**src/rtl/fms_pkg.sv**
```systemverilog
package fms_pkg;

    typedef enum logic [1:0] {
        MD_STARTUP  = 2'd0,
        MD_NORMAL   = 2'd1,
        MD_FLASH    = 2'd2,
        MD_FAILSAFE = 2'd3
    } mode_e;

    typedef enum logic [2:0] {
        SRC_NONE    = 3'd0,
        SRC_WDOG    = 3'd1,
        SRC_ILLEGAL = 3'd2,
        SRC_FEXIT   = 3'd3,
        SRC_FENTRY  = 3'd4,
        SRC_OSC     = 3'd5
    } src_e;

    typedef enum logic [2:0] {
        K_ENTRY,
        K_NORMAL,
        K_SERVE,
        K_EXIT,
        K_OTHER
    } kind_e;

    localparam logic [2:0] CODE_ENTRY  = 3'b011;
    localparam logic [2:0] CODE_NORMAL = 3'b101;
    localparam logic [2:0] CODE_SERVE  = 3'b111;
    localparam logic [2:0] CODE_EXIT   = 3'b110;

    typedef struct packed {
        mode_e mode;
        src_e  src;
        logic  armed;
        logic  used;
    } sup_state_t;

    function automatic kind_e classify(input logic [2:0] code);
        case (code)
            CODE_ENTRY:  return K_ENTRY;
            CODE_NORMAL: return K_NORMAL;
            CODE_SERVE:  return K_SERVE;
            CODE_EXIT:   return K_EXIT;
            default:     return K_OTHER;
        endcase
    endfunction

endpackage

```
**src/rtl/fms_decode.sv**
```systemverilog
module fms_decode
    import fms_pkg::*;
(
    input  logic [2:0] code,
    output kind_e      kind
);
    always_comb kind = classify(code);
endmodule

```
**src/rtl/fms_pulse.sv**
```systemverilog
module fms_pulse #(
    parameter int RST_LEN = 16
) (
    input  logic clk,
    input  logic rst,
    input  logic load,
    input  logic cancel,
    output logic busy
);
    localparam int CW = $clog2(RST_LEN + 1);
    localparam logic [CW-1:0] LEN = CW'(RST_LEN);

    logic [CW-1:0] cnt;

    always_ff @(posedge clk) begin
        if (rst || cancel) begin
            cnt <= '0;
        end else if (load) begin
            cnt <= LEN;
        end else if (cnt != '0) begin
            cnt <= cnt - 1'b1;
        end
    end

    assign busy = (cnt != '0);
endmodule

```
**src/rtl/fms_window.sv**
```systemverilog
module fms_window #(
    parameter int INIT_WIN = 64
) (
    input  logic clk,
    input  logic rst,
    input  logic restart,
    input  logic run,
    output logic open
);
    localparam int CW = $clog2(INIT_WIN + 1);
    localparam logic [CW-1:0] LIM = CW'(INIT_WIN);

    logic [CW-1:0] cnt;

    always_ff @(posedge clk) begin
        if (rst || restart) begin
            cnt <= '0;
        end else if (run && cnt < LIM) begin
            cnt <= cnt + 1'b1;
        end
    end

    assign open = (cnt < LIM);
endmodule

```
**src/rtl/fmode_sup.sv**
```systemverilog
module fmode_sup
    import fms_pkg::*;
#(
    parameter int RST_LEN  = 16,
    parameter int INIT_WIN = 64
) (
    input  logic       clk,
    input  logic       rst,
    input  logic       wr_stb,
    input  logic [2:0] wr_code,
    input  logic       wd_ovf,
    input  logic       osc_ok,
    input  logic       wake,
    output logic [1:0] mode_o,
    output logic       sys_rst,
    output logic [2:0] rst_src,
    output logic       wd_kick
);
    sup_state_t cur, nxt;
    kind_e      kind;
    logic       busy, win_open;
    logic       load, cancel, restart, kick_n, accept;

    fms_decode u_dec (
        .code (wr_code),
        .kind (kind)
    );

    fms_pulse #(.RST_LEN(RST_LEN)) u_pulse (
        .clk    (clk),
        .rst    (rst),
        .load   (load),
        .cancel (cancel),
        .busy   (busy)
    );

    fms_window #(.INIT_WIN(INIT_WIN)) u_win (
        .clk     (clk),
        .rst     (rst),
        .restart (restart),
        .run     (cur.mode == MD_STARTUP),
        .open    (win_open)
    );

    // Helper: a reset that sends the block back to Start-up with a reason.
    function automatic sup_state_t to_startup(input sup_state_t s, input src_e why);
        sup_state_t r;
        r      = s;
        r.mode = MD_STARTUP;
        r.src  = why;
        return r;
    endfunction

    always_comb begin
        nxt     = cur;
        load    = 1'b0;
        cancel  = 1'b0;
        restart = 1'b0;
        kick_n  = 1'b0;
        accept  = wr_stb && !busy;

        if (!osc_ok) begin
            cancel = 1'b1;
            if (cur.mode != MD_FAILSAFE) begin
                nxt.mode = MD_FAILSAFE;
                nxt.src  = SRC_OSC;
            end
        end else begin
            case (cur.mode)
                MD_FAILSAFE: begin
                    if (wake) begin
                        nxt.mode = MD_STARTUP;
                        load     = 1'b1;
                        restart  = 1'b1;
                    end
                end
                MD_STARTUP: begin
                    if (accept) begin
                        case (kind)
                            K_ENTRY: begin
                                if (win_open && !cur.used) begin
                                    if (cur.armed) begin
                                        nxt.mode  = MD_FLASH;
                                        nxt.armed = 1'b0;
                                        nxt.used  = 1'b1;
                                        nxt.src   = SRC_NONE;
                                    end else begin
                                        nxt.armed = 1'b1;
                                        nxt.src   = SRC_FENTRY;
                                        load      = 1'b1;
                                        restart   = 1'b1;
                                    end
                                end
                            end
                            K_NORMAL: begin
                                nxt.mode  = MD_NORMAL;
                                nxt.armed = 1'b0;
                                nxt.src   = SRC_NONE;
                            end
                            default: ;
                        endcase
                    end
                end
                MD_FLASH: begin
                    if (wd_ovf) begin
                        nxt     = to_startup(cur, SRC_WDOG);
                        load    = 1'b1;
                        restart = 1'b1;
                    end else if (accept) begin
                        case (kind)
                            K_SERVE: begin
                                kick_n = 1'b1;
                            end
                            K_EXIT: begin
                                nxt     = to_startup(cur, SRC_FEXIT);
                                load    = 1'b1;
                                restart = 1'b1;
                            end
                            default: begin
                                nxt     = to_startup(cur, SRC_ILLEGAL);
                                load    = 1'b1;
                                restart = 1'b1;
                            end
                        endcase
                    end
                end
                default: ;
            endcase
        end
    end

    always_ff @(posedge clk) begin
        if (rst) begin
            cur.mode  <= MD_STARTUP;
            cur.src   <= SRC_NONE;
            cur.armed <= 1'b0;
            cur.used  <= 1'b0;
            wd_kick   <= 1'b0;
        end else begin
            cur     <= nxt;
            wd_kick <= kick_n;
        end
    end

    assign mode_o  = cur.mode;
    assign rst_src = cur.src;
    assign sys_rst = busy || (cur.mode == MD_FAILSAFE);
endmodule

```
**config.mk**
```make
export PLATFORM = sky130hd
export DESIGN_NAME = fmode_sup
export DESIGN_NICKNAME = d
export VERILOG_FILES = /design/src/rtl/fms_pkg.sv /design/src/rtl/fms_decode.sv /design/src/rtl/fms_pulse.sv /design/src/rtl/fms_window.sv /design/src/rtl/fmode_sup.sv
export SDC_FILE = /design/constraint.sdc
export NUM_CORES = 1
export LEC_CHECK = 0
export BUFFER_PORTS_ARGS = -buffer_cell sky130_fd_sc_hd__buf_2
export CORE_ASPECT_RATIO = 1.2
export CORE_UTILIZATION = 45
export CTS_CLUSTER_SIZE = 10
export DETAILED_ROUTE_END_ITERATION = 10
export PLACE_DENSITY_LB_ADDON = 0.25
export SETUP_SLACK_MARGIN = 0.3
export SLEW_MARGIN = 40
export SYNTH_ARGS = -nofsm -noshare
export SYNTH_HDL_FRONTEND = slang
export SYNTH_SLANG_ARGS = --single-unit
```
**constraint.sdc**
```tcl
create_clock -name clk -period 3.5 [get_ports clk]
set_input_delay 0.525 -clock clk [delete_from_list [all_inputs] [get_ports clk]]
set_output_delay 0.525 -clock clk [all_outputs]
set_load 0.02 [all_outputs]
```
## Word level (Yosys, flattened, before mapping)

Index checks and enable logic that the tools add are counted.

| storage, ports and cells | value |
|---|---|
| bits in registers | 20 |
| input bits | 9 |
| output and inout bits | 7 |
| logic and storage cells | 84 |

| operators by class | value |
|---|---|
| add/sub/neg operators | 2 |
| order comparisons | 1 |
| equal/unequal tests | 20 |
| multiplexer cells | 30 |
| bitwise gates (word level) | 3 |
| reductions and logical operators | 20 |

Operator list:

| operator | number |
|---|---|
| 7-bit two-way mux | 4 |
| 5-bit two-way mux | 4 |
| 4-bit inequality test, second input constant | 5 |
| 7-bit case mux with 2 select lines | 1 |
| 7-bit AND reduction | 2 |
| 1-bit two-way mux | 13 |
| 3-bit case mux with 4 select lines | 1 |
| 6-bit case mux with 2 select lines | 1 |
| 5-bit case mux with 2 select lines | 1 |
| 3-bit by 2-bit equality test with 1-bit output, second input constant | 3 |
| 3-bit equality test, second input constant | 3 |
| 9-bit AND reduction | 1 |
| 7-bit by 1-bit adder with 7-bit output, second input constant | 1 |
| 7-bit less-than comparator, second input constant | 1 |
| 3-bit inequality test, second input constant | 2 |
| 2-bit case mux with 3 select lines | 1 |
| 6-bit AND reduction | 1 |
| 2-bit nonzero test | 3 |
| 5-bit nonzero test | 1 |
| 5-bit OR reduction | 1 |
| 5-bit by 1-bit subtractor with 5-bit output, second input constant | 1 |
| 2-bit equality test, second input constant | 2 |
| 2-bit two-way mux | 2 |
| 4-bit two-way mux | 1 |
| 12 further kinds | 20 |

## Logic depth before layout (Yosys ltp)

| depth | value |
|---|---|
| depth in word-level cells | 9 |
| depth in mapped cells | 7 |
| gate-level depth less buffers | 7 |

## By module

Synthesis repeated with hierarchy kept, for this count alone.

| second synthesis, totals | value |
|---|---|
| cells, all modules | 136 |
| area, all modules | 1229.9 um2 |

Modules (own cells, without submodules):

| module | times used | cells an instance | area each (um2) | sequential area each (um2) |
|---|---|---|---|---|
| fmode_sup | 1 | 71 | 648.1 | 160.2 |
| fms_window | 1 | 36 | 312.8 | 140.1 |
| fms_pulse | 1 | 24 | 235.2 | 100.1 |
| fms_decode | 1 | 5 | 33.8 | 0.0 |

## Worst setup path before layout

No wires, ideal clock.

| timing path | value |
|---|---|
| kind | input port to flip-flop |
| start | in wr_code[2] |
| end | reg cur, in the netlist rst_src[0] |
| setup time | 0.095 ns |
| arrival time | 1.662 ns |
| data required time | 3.405 ns |
| path slack | 1.742 ns |
| stages on the path | 5 |
| buffers on the path | 1 |
| cell sequence | buf_2 -> or3_1 -> o2111ai_1 -> nand4_1 -> a221oi_1 |

| on the way | value |
|---|---|
| cells in the longest elaborated chain, start to end | 8 |
| elaborated cells on any way between the ends | 20 |
| classes of those cells | eq/ne (10); mux (8); reduce/logical (2) |

RTL lines:

| item | line | source |
|---|---|---|
| from (decl) | fmode_sup.sv:10 | `input logic [2:0] wr_code,` |
| 3-bit equality test / 3-bit by 2-bit equality test with 1-bit output (equally long branches) | fms_pkg.sv:40 | `case (code)` |
| 3-bit case mux with 4 select lines (*) | fms_pkg.sv:40 |  |
| 3-bit by 2-bit equality test with 1-bit output | fmode_sup.sv:110 | `case (kind)` |
| 7-bit case mux with 2 select lines | fmode_sup.sv:110 |  |
| 7-bit two-way mux | fmode_sup.sv:109 | `end else if (accept) begin` |
| 7-bit two-way mux | fmode_sup.sv:105 | `if (wd_ovf) begin` |
| 5-bit case mux with 2 select lines | fmode_sup.sv:69 | `case (cur.mode)` |
| 5-bit two-way mux | fmode_sup.sv:62 | `if (!osc_ok) begin` |
| to (signal assigned) | fmode_sup.sv:140 | `cur <= nxt;` |
| to (decl) | fmode_sup.sv:19 | `sup_state_t cur, nxt;` |

Every way passes the cells marked *; elsewhere a longest branch is shown, timed or not. The select of a mux whose other input is x is not followed.
A chain may end at the register's enable or synchronous reset.

## Worst setup path after layout

| timing path | value |
|---|---|
| start | reg u_pulse.cnt[0] |
| end | out sys_rst |

| on the way | value |
|---|---|
| cells in the longest elaborated chain, start to end | 2 |

RTL lines:

| item | line | source |
|---|---|---|
| from (decl) | fms_pulse.sv:13 | `logic [CW-1:0] cnt;` |
| from (signal assigned) | fms_pulse.sv:21 | `cnt <= cnt - 1'b1;` |
| 5-bit nonzero test | fms_pulse.sv:25 | `assign busy = (cnt != '0);` |
| 1-bit logical OR | fmode_sup.sv:147 | `assign sys_rst = busy \|\| (cur.mode == MD_FAILSAFE);` |
| to (decl) | fmode_sup.sv:15 | `output logic sys_rst,` |

No other way between the ends.

==> impl_results.md <==
- Status: finished clean
- Clk buf depth: 2
- Worst Reg2Reg Path Length in Cells: 7
- Final Hold Viols: 0
- Slew @ Worst Pin: 0.5381 ns
- Power density cells: 848.5 mW/mm2
- Endpoints failing setup: 0
- CP Cell Sequence: inv_1 > ha_1 > nor4b_4 > nand2_1 > buf_2
- Crit share post-route: 64.19%
- GR Util met3: 3.733%
- # hold bufs at CTS: 0
- Startpoint Class: register
- CP Data Arrival Time: 1.72 ns
- Worst-path clk slew: 0.12 ns
- Cell count after synthesis: 138
- Number of diodes: 0
- P_leak: 0.0005366 uW
- Nets@finish: 160
- Reg2Reg Setup Slack: 1.51 ns
- Post-route ant nets: 0
- Final worst slack: 1.253 ns
- Seq cells post-synth: 20
- DRT Pass-1 Iters: 4
- DP Wirelength: 1.786 mm
- GPL Wtd Cong: 0.8594
- Synth Cell Area: 0.001159 mm2
- Clock Skews: 0.001275 ns
- Vias in the first global route: 896
- Hold Crit Class: register to register
- Most frequent cells in the layout: nor2_1, dfxtp_1, buf_2
- CP max stage delay: 0.48 ns
- Fraction of layout cells with a size suffix above 1: 18.37%
- Die X: 48.32 um
- Max-slew violation count: 0
- Crit path from: u_pulse.cnt[0]
- Routing usage on met2: 33.60%
- Worst Setup EP: sys_rst
- Row count: 19
- Core ar.: 0.002354 mm2
- Vias: 962
- WL/cell: 13.15 um
- RSZ-0062 raised after global routing: no
- Maximum fanout along the worst path: 9
- VDD IR max: 399.8 uV
- CTS resizes: 0
- H-tree levels: 1
- Syn Nets: 150
- Post-synth ARST share: 0%
- Die area: 0.002783 mm2
- CP Depth: 5
- Largest net degree at the start of global routing: 15
- Number of DRC markers in iteration 0: 17
- Synthesis Warnings: 0
- Commonest non-fill, non-tap cell in the layout: nor2_1
- DRC viols: 0
- Syn_area_per_cell: 8.396 um2
- CTS tree: done
- CTS sink count: 20
- Worst setup path class: register to output pin
- WL final: 2.340 mm
- Post-route cell area: 0.001265 mm2
- Top-level I/O count: 16
- Yosys cell types: 38
- Final min period: 2.247 ns
- GR Layer Usage met1: 21.53%
- Busiest grt layer: met2
- Total gr overflow: 0
- WP buf/inv: 2
- CTS buffer count: 3
- Global-route wire length before repair: 3.953 mm
- Initial antenna violation count: 0
- Crit end category: output pin
- Clk_lat worst skew: 0.30 ns
- Initial Utilization: 49.23%
- Reg2reg end: cur[1]
- RR Startpoint: u_pulse.cnt[0]
- Gr usage total: 18.57%
- CP max stage cell: nor4b_4
- Crit path required time: 2.97 ns
- Area growth, synth to finish: 9.179%
- Fin Setup TNS: 0 ns
- PortBufs: 15
- Post-CTS Repair Setup Buffers: 0
- Placed cell areas: 0.001212 mm2
- Die Ht: 57.59 um
- Prevailing post-synth register cell: dfxtp_1
- Root buffer cell: clkbuf_4
- EDFF count, synth: 0
- Max frequency: 445.1 MHz
- Worst slew margin: 63.97%
- Number of max-cap violations: 0
- Crit-path leading delay family: simple AND/OR/NAND/NOR gates
- Fin util: 53.75%
- Via-per-instance ratio: 5.404
- Seq/Total Area, Yosys: 34.56%
- Setup WS pre-CTS: 1.526 ns
==> cells in the mapped netlist, types with 2 or more instances <==
master	count	area, um2
nand2b_1	2	12.51
buf_4	5	37.54
and3_1	2	12.51
nor3_1	9	45.04
xor2_1	4	35.03
dfxtp_1	20	400.4
mux2i_1	5	50.05
a21oi_1	4	20.02
buf_2	3	15.01
xnor2_1	4	35.03
nand3_1	3	15.01
ha_1	3	37.54
a2bb2oi_1	2	17.52
o21ai_0	3	15.01
nand2_1	12	45.04
nand4_1	3	18.77
and3b_1	3	26.28
inv_1	4	15.01
clkbuf_1	2	7.510
nor2b_1	4	25.02
nor2_1	22	82.58
nor3b_2	2	25.02
nor3_2	2	20.02
==> cell families (layout without fill, tap and decap cells) <==
family,count (synthesis),count (layout),share of synthesized area (%)
compound gates,17,17,10.58
xor+xnor,8,8,6.047
fa+ha+maj,3,3,3.240
buf+inv,14,23,6.479
flops,20,20,34.56
mux,5,5,4.320
simple gates,71,71,34.77
==> tightest hold or removal path: stages, from the launching register on <==
cell and delay (ns):
dfxtp_1 0.33, inv_1 0.05, a211oi_1 0.05
==> layout make-up <==
cell class	instances	area [um2]
clock buffers	3	22.52
clock inverters	1	30.03
fillers	244	1089
inverters	4	15.01
multi-input cells	104	683.2
flip-flops and latches	20	400.4
well taps	31	38.79
repair buffers	15	75.07
==> metrics by stage <==
| step | hold slack (ns) | power [uW] | instances |
|---|---|---|---|
| floorplan | 0.4342 | 795.8 | 138 |
| global placement | 0.4466 | 868.9 | 174 |
| detailed placement | 0.4632 | 888.9 | 174 |
| CTS | 0.4812 | 1080 | 178 |
| global route | 0.5125 | 1158 | 178 |
| finish | 0.4688 | 1073 | 178 |
==> how the worst min path moves through the flow <==
stage          slack [ns]  startpoint         end  cells past startpoint
3_3_place_gp         0.45  rst_src[2]  rst_src[2]                      2
2_1_floorplan        0.43  rst_src[2]  rst_src[2]                      2
4_1_cts              0.48  rst_src[2]  rst_src[2]                      2
5_1_grt              0.51  rst_src[2]  rst_src[2]                      2
6_report             0.47  rst_src[2]  rst_src[2]                      2
3_5_place_dp         0.46  rst_src[2]  rst_src[2]                      2
==> report_power, final <==
group | total [uW] | switching [uW] | leakage (uW) | internal, uW
clock | 191 | 74.8 | 0.0000279 | 116
sequential | 354 | 73.2 | 0.000163 | 281
combinational | 529 | 304 | 0.000346 | 224
==> registers in the layout (all words and copies together) (netlist names) <==
| register | cells |
|---|---|
| u_win.cnt | 7 |
| u_pulse.cnt | 5 |
| rst_src | 3 |
| cur | 2 |
| mode_o | 2 |
| wd_kick | 1 |
==> per-layer routing <==
metal,vias to the layer above,wire length [um],share of wire (%)
met5,-,0,0
li1,499,-,-
met3,4,57,2.4
met1,444,1060,45
met2,15,1191,51
met4,0,29,1.2
Note: power is estimated with default switching activity, not from simulation.
